## src/rtl/disp_regfile.sv

```systemverilog
module disp_regfile #(
  parameter int NDIG       = 8,
  parameter int CLR_CYCLES = 48,
  localparam int AW        = $clog2(NDIG),
  localparam int CW        = $clog2(CLR_CYCLES + 1)
) (
  input  logic              clk,
  input  logic              rst_n,
  input  logic              bus_ce_n,
  input  logic              bus_wr_n,
  input  logic              bus_fl_n,
  input  logic [AW:0]       bus_addr,
  input  logic [7:0]        bus_data,
  output logic [NDIG*8-1:0] char_o,
  output logic [NDIG-1:0]   flash_o,
  output logic [7:0]        ctrl_o,
  output logic              clr_busy_o
);
  localparam logic [7:0] BLANK = 8'h20;

  logic [2:0]    act_sh;
  logic [1:0]    fl_sh;
  logic [CW-1:0] clr_cnt;
  logic [7:0]    chr_q [NDIG];
  logic [NDIG-1:0] flash_q;
  logic [7:0]    ctrl_q;

  always_ff @(posedge clk) begin
    if (!rst_n) begin
      act_sh <= '0;
      fl_sh  <= '1;
    end else begin
      act_sh <= {act_sh[1:0], ~bus_ce_n & ~bus_wr_n};
      fl_sh  <= {fl_sh[0], bus_fl_n};
    end
  end

  wire          wr_pulse  = act_sh[1] & ~act_sh[2];
  wire          we_flash  = wr_pulse & ~fl_sh[1];
  wire          we_char   = wr_pulse &  fl_sh[1] &  bus_addr[AW];
  wire          we_ctrl   = wr_pulse &  fl_sh[1] & ~bus_addr[AW];
  wire          clr_start = we_ctrl &  bus_data[7];
  wire          clr_stop  = we_ctrl & ~bus_data[7];
  wire [AW-1:0] dig       = bus_addr[AW-1:0];
  wire          busy      = (clr_cnt != '0);
  wire          blank_now = clr_start | (busy & ~clr_stop);

  always_ff @(posedge clk) begin
    if (!rst_n)              clr_cnt <= '0;
    else if (clr_start)      clr_cnt <= CW'(CLR_CYCLES);
    else if (clr_stop)       clr_cnt <= '0;
    else if (busy)           clr_cnt <= clr_cnt - 1'b1;
  end

  always_ff @(posedge clk) begin
    if (!rst_n || blank_now) begin
      for (int i = 0; i < NDIG; i++) chr_q[i] <= BLANK;
      flash_q <= '0;
    end else begin
      if (we_char)  chr_q[dig]   <= bus_data;
      if (we_flash) flash_q[dig] <= bus_data[0];
    end
  end

  always_ff @(posedge clk) begin
    if (!rst_n)       ctrl_q <= '0;
    else if (we_ctrl) ctrl_q <= bus_data;
  end

  always_comb
    for (int i = 0; i < NDIG; i++) char_o[i*8 +: 8] = chr_q[i];

  assign flash_o    = flash_q;
  assign ctrl_o     = ctrl_q;
  assign clr_busy_o = busy;

  AST_ONE_TARGET:   assert property (@(posedge clk) disable iff (!rst_n) $onehot0({we_char, we_flash, we_ctrl}));
  AST_SINGLE_PULSE: assert property (@(posedge clk) disable iff (!rst_n) wr_pulse |=> !wr_pulse);
  AST_BUSY_NEEDS_CLR: assert property (@(posedge clk) disable iff (!rst_n) clr_busy_o |-> ctrl_q[7]);
  AST_BUSY_FLASH_ZERO: assert property (@(posedge clk) disable iff (!rst_n) clr_busy_o |-> flash_q == '0);
  AST_BUSY_BLANK0: assert property (@(posedge clk) disable iff (!rst_n) clr_busy_o |-> chr_q[0] == BLANK);
  AST_CNT_BOUND:   assert property (@(posedge clk) disable iff (!rst_n) clr_cnt <= CW'(CLR_CYCLES));
  AST_STOP_DROPS:  assert property (@(posedge clk) disable iff (!rst_n) clr_stop |=> !clr_busy_o);
  AST_IDLE_STABLE: assert property (@(posedge clk) disable iff (!rst_n) !wr_pulse && !clr_busy_o |=> $stable(ctrl_q));
endmodule

```

## config.mk

```make
export PLATFORM = sky130hd
export DESIGN_NAME = disp_regfile
export DESIGN_NICKNAME = d
export VERILOG_FILES = /design/src/rtl/disp_regfile.sv
export SDC_FILE = /design/constraint.sdc
export NUM_CORES = 1
export LEC_CHECK = 0
export CAP_MARGIN = 30
export CORE_ASPECT_RATIO = 1.5
export CORE_MARGIN = 2
export CORE_UTILIZATION = 37
export DETAILED_ROUTE_END_ITERATION = 7
export DONT_BUFFER_PORTS = 1
export GPL_TIMING_DRIVEN = 0
export PLACE_DENSITY = 0.53
export SLEW_MARGIN = 20
export SYNTH_ARGS = -nofsm -noshare
export SYNTH_HDL_FRONTEND = slang
export SYNTH_SLANG_ARGS = --single-unit
```

## constraint.sdc

```tcl
create_clock -name clk -period 2.6 [get_ports clk]
set_clock_uncertainty 0.1 [all_clocks]
set_input_delay 0.26 -clock clk [delete_from_list [all_inputs] [get_ports clk]]
set_output_delay 0.26 -clock clk [all_outputs]
set_load 0.01 [all_outputs]
```

Word level (Yosys, flattened, before mapping):

Memory sizes are Yosys's and may differ from the RTL's.
Cells that the tools add are included.

* bits in registers: 27
* memory bits (writable): 64
* output and inout bits: 81
* memories: 1

Memories
* chr_q: words 8, width 8, read ports 8, clocked after memory_dff 0, write ports 8, line 24 `logic [7:0] chr_q [NDIG];`

* $add $sub $neg: 1
* order comparisons: 2
* multiplexer cells: 14
* bitwise logic cells: 18
* reduce and logical (&&, ||, !) cells: 7

Operators with widths (count)
* $mux 6: 3
* $and 1x1->1: 9
* $bwmux 8: 1
* $mux 8: 1
* $not 1->1: 8
* $reduce_or 8->1: 1
* $mux 1: 7
* $reduce_bool 6->1: 1
* $sub 6x1->6 const B: 1
* $lt 3x4->1 const B: 1
* $demux 1 s3: 1
* $ge 3x1->1 const B: 1
* $mux 3: 1
* $reduce_bool 3->1: 1
* $reduce_or 3->1: 1
* $logic_and 1x1->1: 1
* $logic_not 1->1: 1
* $logic_or 1x1->1: 1
* $or 1x1->1: 1

Logic depth before layout (Yosys ltp):

* depth in word-level cells: 13
* gate-level depth with buffers: 8
* mapped depth without buffers: 7

Worst setup path after synthesis:

OpenSTA, ideal clock, no wires.

* path kind: reg-to-reg
* start point: register clr_cnt[0]
* end point: memory chr_q[0][0] (enable)
* arrival time: 2.090 ns
* data required time: 2.171 ns
* slack: 0.081 ns
* stages on the path, launching flop included: 9
* buffers on the path: 1
* cell sequence: dfxtp_1 -> inv_1 -> ha_1 -> or3b_4 -> nor3_4 -> inv_4 -> buf_12 -> nor4_4 -> or2_1

RTL lines
* from (decl): line 23 `logic [CW-1:0] clr_cnt;`
* from (signal assigned): line 50 `else if (clr_start) clr_cnt <= CW'(CLR_CYCLES);`
* from (signal assigned): line 52 `else if (busy) clr_cnt <= clr_cnt - 1'b1;`
* to (decl): line 24

==> impl_metrics.ini <==
[run_status]
status = complete, but fails checks
violations = DRC

[grt]
grt_pass1_vias = 2141
grt_util_all_layers = 0.1587
antenna_found_initial = 0
grt_max_degree = 14
overflow = 0
grt_pass1_wl_um = 12660

[synth]
synth_top_family_by_area = simple AND/OR/NAND/NOR gates
synth_nets = 297
synth_area_mm2 = 0.003710
synthFlopType = edfxtp_1
synth_edf_count = 64
synth_xor_area_frac = 0.01180
syn_inst = 279
avgSynthCellArea_um2 = 13.30
synth_adder_area_share = 0.003373
ys_ff_latch = 91
synth_compound_area_frac = 0.03170
async_flop_share = 0
yosysUniqueCellTypes = 32
synthSimpleGateAreaFrac = 0.2668
synthMuxAreaShare = 0.005396
yosysWarnings = 0
ys_seq_area_frac = 0.6637

[clock_tree]
clock_path_buffers = 2
cts_buffers = 9
path_clk_slew_ns = 0.06
root_buffer = clkbuf_16
clock_latency_ns = 0.33
htreeDepth = 3
clock_sinks = 91
cts_tree = done

[floorplanning]
num_io_pins = 98
die_area_mm2 = 0.01086
coreArea_mm2 = 0.009744
dieWidth_um = 85.76
num_rows = 44
fp.dieH_um = 126.6
initial_core_util = 0.3807

[worst_setup_path]
cp_max_fo = 8
end_kind = flip-flop
cp.depth = 9
start_kind = flip-flop
crit_required_ns = 2.54
crit_arrival_ns = 2.47
reg2reg_from = clr_cnt[0]
crit_chain = inv_2 -> ha_4 -> or3b_4 -> nor3_4 -> inv_4 -> buf_12 -> nor4_4 -> buf_4 -> or2_4
slowest_stage = or3b_4
max_stage_delay_ns = 0.41
worstRegToRegCells = 9
path_buf_inv = 4
critical_path.top_delay_family = simple AND/OR/NAND/NOR gates
crit_type = flip-flop to flip-flop
crit_path_start = clr_cnt[0]

[detailed_routing]
wl_per_cell_um = 18.50
drt-initial-drc-count = 147
drt_pass1_iterations = 8
ant_nets = 0
routed_wl_um = 8027
vias = 2156
drc_errors = 6
vias_per_cell = 4.968

[timing]
worst_pin_slew_ns = 0.7151
holdWs_ns = 0.01321
fin_crit_ns = 2.531
maxSlewViolCount = 0
period_share = 0.9735
setup-tns-final_ns = 0
max-slew-margin-rel = 0.5221
final-setup-viol-count = 0
hold_violations = 0
fmax_mhz = 395.1

[placed_design]
place_hpwl_um = 5384
gp_congestion = 0.7281
io_buffers = 0

[cells_and_area]
area_growth_pct = 17.94
drive_above_1_share = 0.1599
layout.nets = 333
antenna_cells = 0

[pwr]
power_leakage_uw = 0.001600
powerDensity_mw_per_mm2 = 994.5
irDropWorstVdd_mv = 0.4073

[worst_hold_path]
hold_path_class = input pin to flip-flop
hold_path_depth = 1
min_from = bus_data[5]

[flow_run]
cap_violations = 0
cell usage in the layout, fill, tap and decap left out, drive strengths merged, types with 3 or more instances in the layout:
cell         instances
dlygate4sd3         11
a21boi               9
xnor2                5
dfxtp               27
nor2                 6
nand2b              12
edfxtp              64
inv                  3
clkbuf              20
nor4                 9
nor3                 4
and2                58
or2                  9
nand2               31
buf                 13
clkinv               3
nand3               10
a21oi                6
per-layer routing:
metal	global-route usage	vias to the layer above	wire, µm
met2	0.2868	69	4416
li1	-	1048	-
met3	0.05530	10	410
met4	0.04482	0	112
met1	0.1738	1029	3087
met5	0	-	0
kinds of logic after synthesis:
group,Yosys count
simple gates,150
flops,91
compound gates,18
buf+inv,12
xor+xnor,5
mux,2
fa+ha+maj,1
sequential cells by signal, summed over array words and instances, names as in the netlist:
register,flops
act_sh,3
flash_o,8
clr_cnt,6
chr_q,64
fl_sh,2
ctrl_o,8
through the flow:
stage          setup slack, ns  instances  utilization  total power, µW  instance area, µm²
2_1_floorplan          0.08095        279            -             2854                3710
3_3_place_gp           -0.4506        394       0.3955             3034                3854
3_5_place_dp           -0.5411        395       0.3966             3052                3865
4_1_cts                0.01531        427       0.4404             4250                4292
5_1_grt              -0.009208        434       0.4490             4546                4375
6_report               0.06882        434       0.4490             4351                4375
final cells by class:
type                            count  area (µm²)
Buffer                              9       51.30
Clock buffer                       11       232.7
Clock inverter                      4       18.77
Fill cell                         887        5369
Inverter                            3       13.76
Multi-Input combinational cell    176        1215
Sequential cell                    91        2464
Tap cell                          115       143.9
Timing Repair Buffer               25       236.5
report_power, final:
group | switching (µW) | total [µW] | leakage [µW] | internal [µW]
Clock | 491 | 1120 | 0.000118 | 633
Sequential | 291 | 2270 | 0.000933 | 1970
Combinational | 528 | 962 | 0.000549 | 434
Total | 1310 | 4350 | 0.00160 | 3040
worst paths after layout:
kind / to / slack [ns]
worst max register to register: chr_q[5][4] / 0.07
worst min-delay path: chr_q[7][5] / 0.01
worst max-delay path: chr_q[5][4] / 0.07
worst min register to register: fl_sh[1] / 0.31
timing repair:
item                       CTS  global route
gates cloned                 0             1
hold buffers                11             0
pin swaps                    9             5
gates resized for setup      8             5
buffers inserted             6             6
setup endpoints to repair   72            46
hold endpoints to repair    13             0
Yosys cell counts, drive strengths merged, types with 2 or more instances:
library cell,count,share of area
edfxtp,64,0.52
and2,58,0.098
nand2,31,0.031
dfxtp,27,0.15
nand2b,12,0.020
nand3,10,0.013
a21boi,9,0.018
nor4,9,0.048
or2,9,0.015
clkbuf,8,0.0081
a21oi,6,0.0081
nor2,6,0.0061
xnor2,5,0.012
nor3,4,0.0084
inv,3,0.0037
mux2i,2,0.0054
nand4bb,2,0.0061
nor2b,2,0.0034
nor3b,2,0.0040
nor4bb,2,0.0054
No activity file was read; power rests on OpenSTA's default activity.
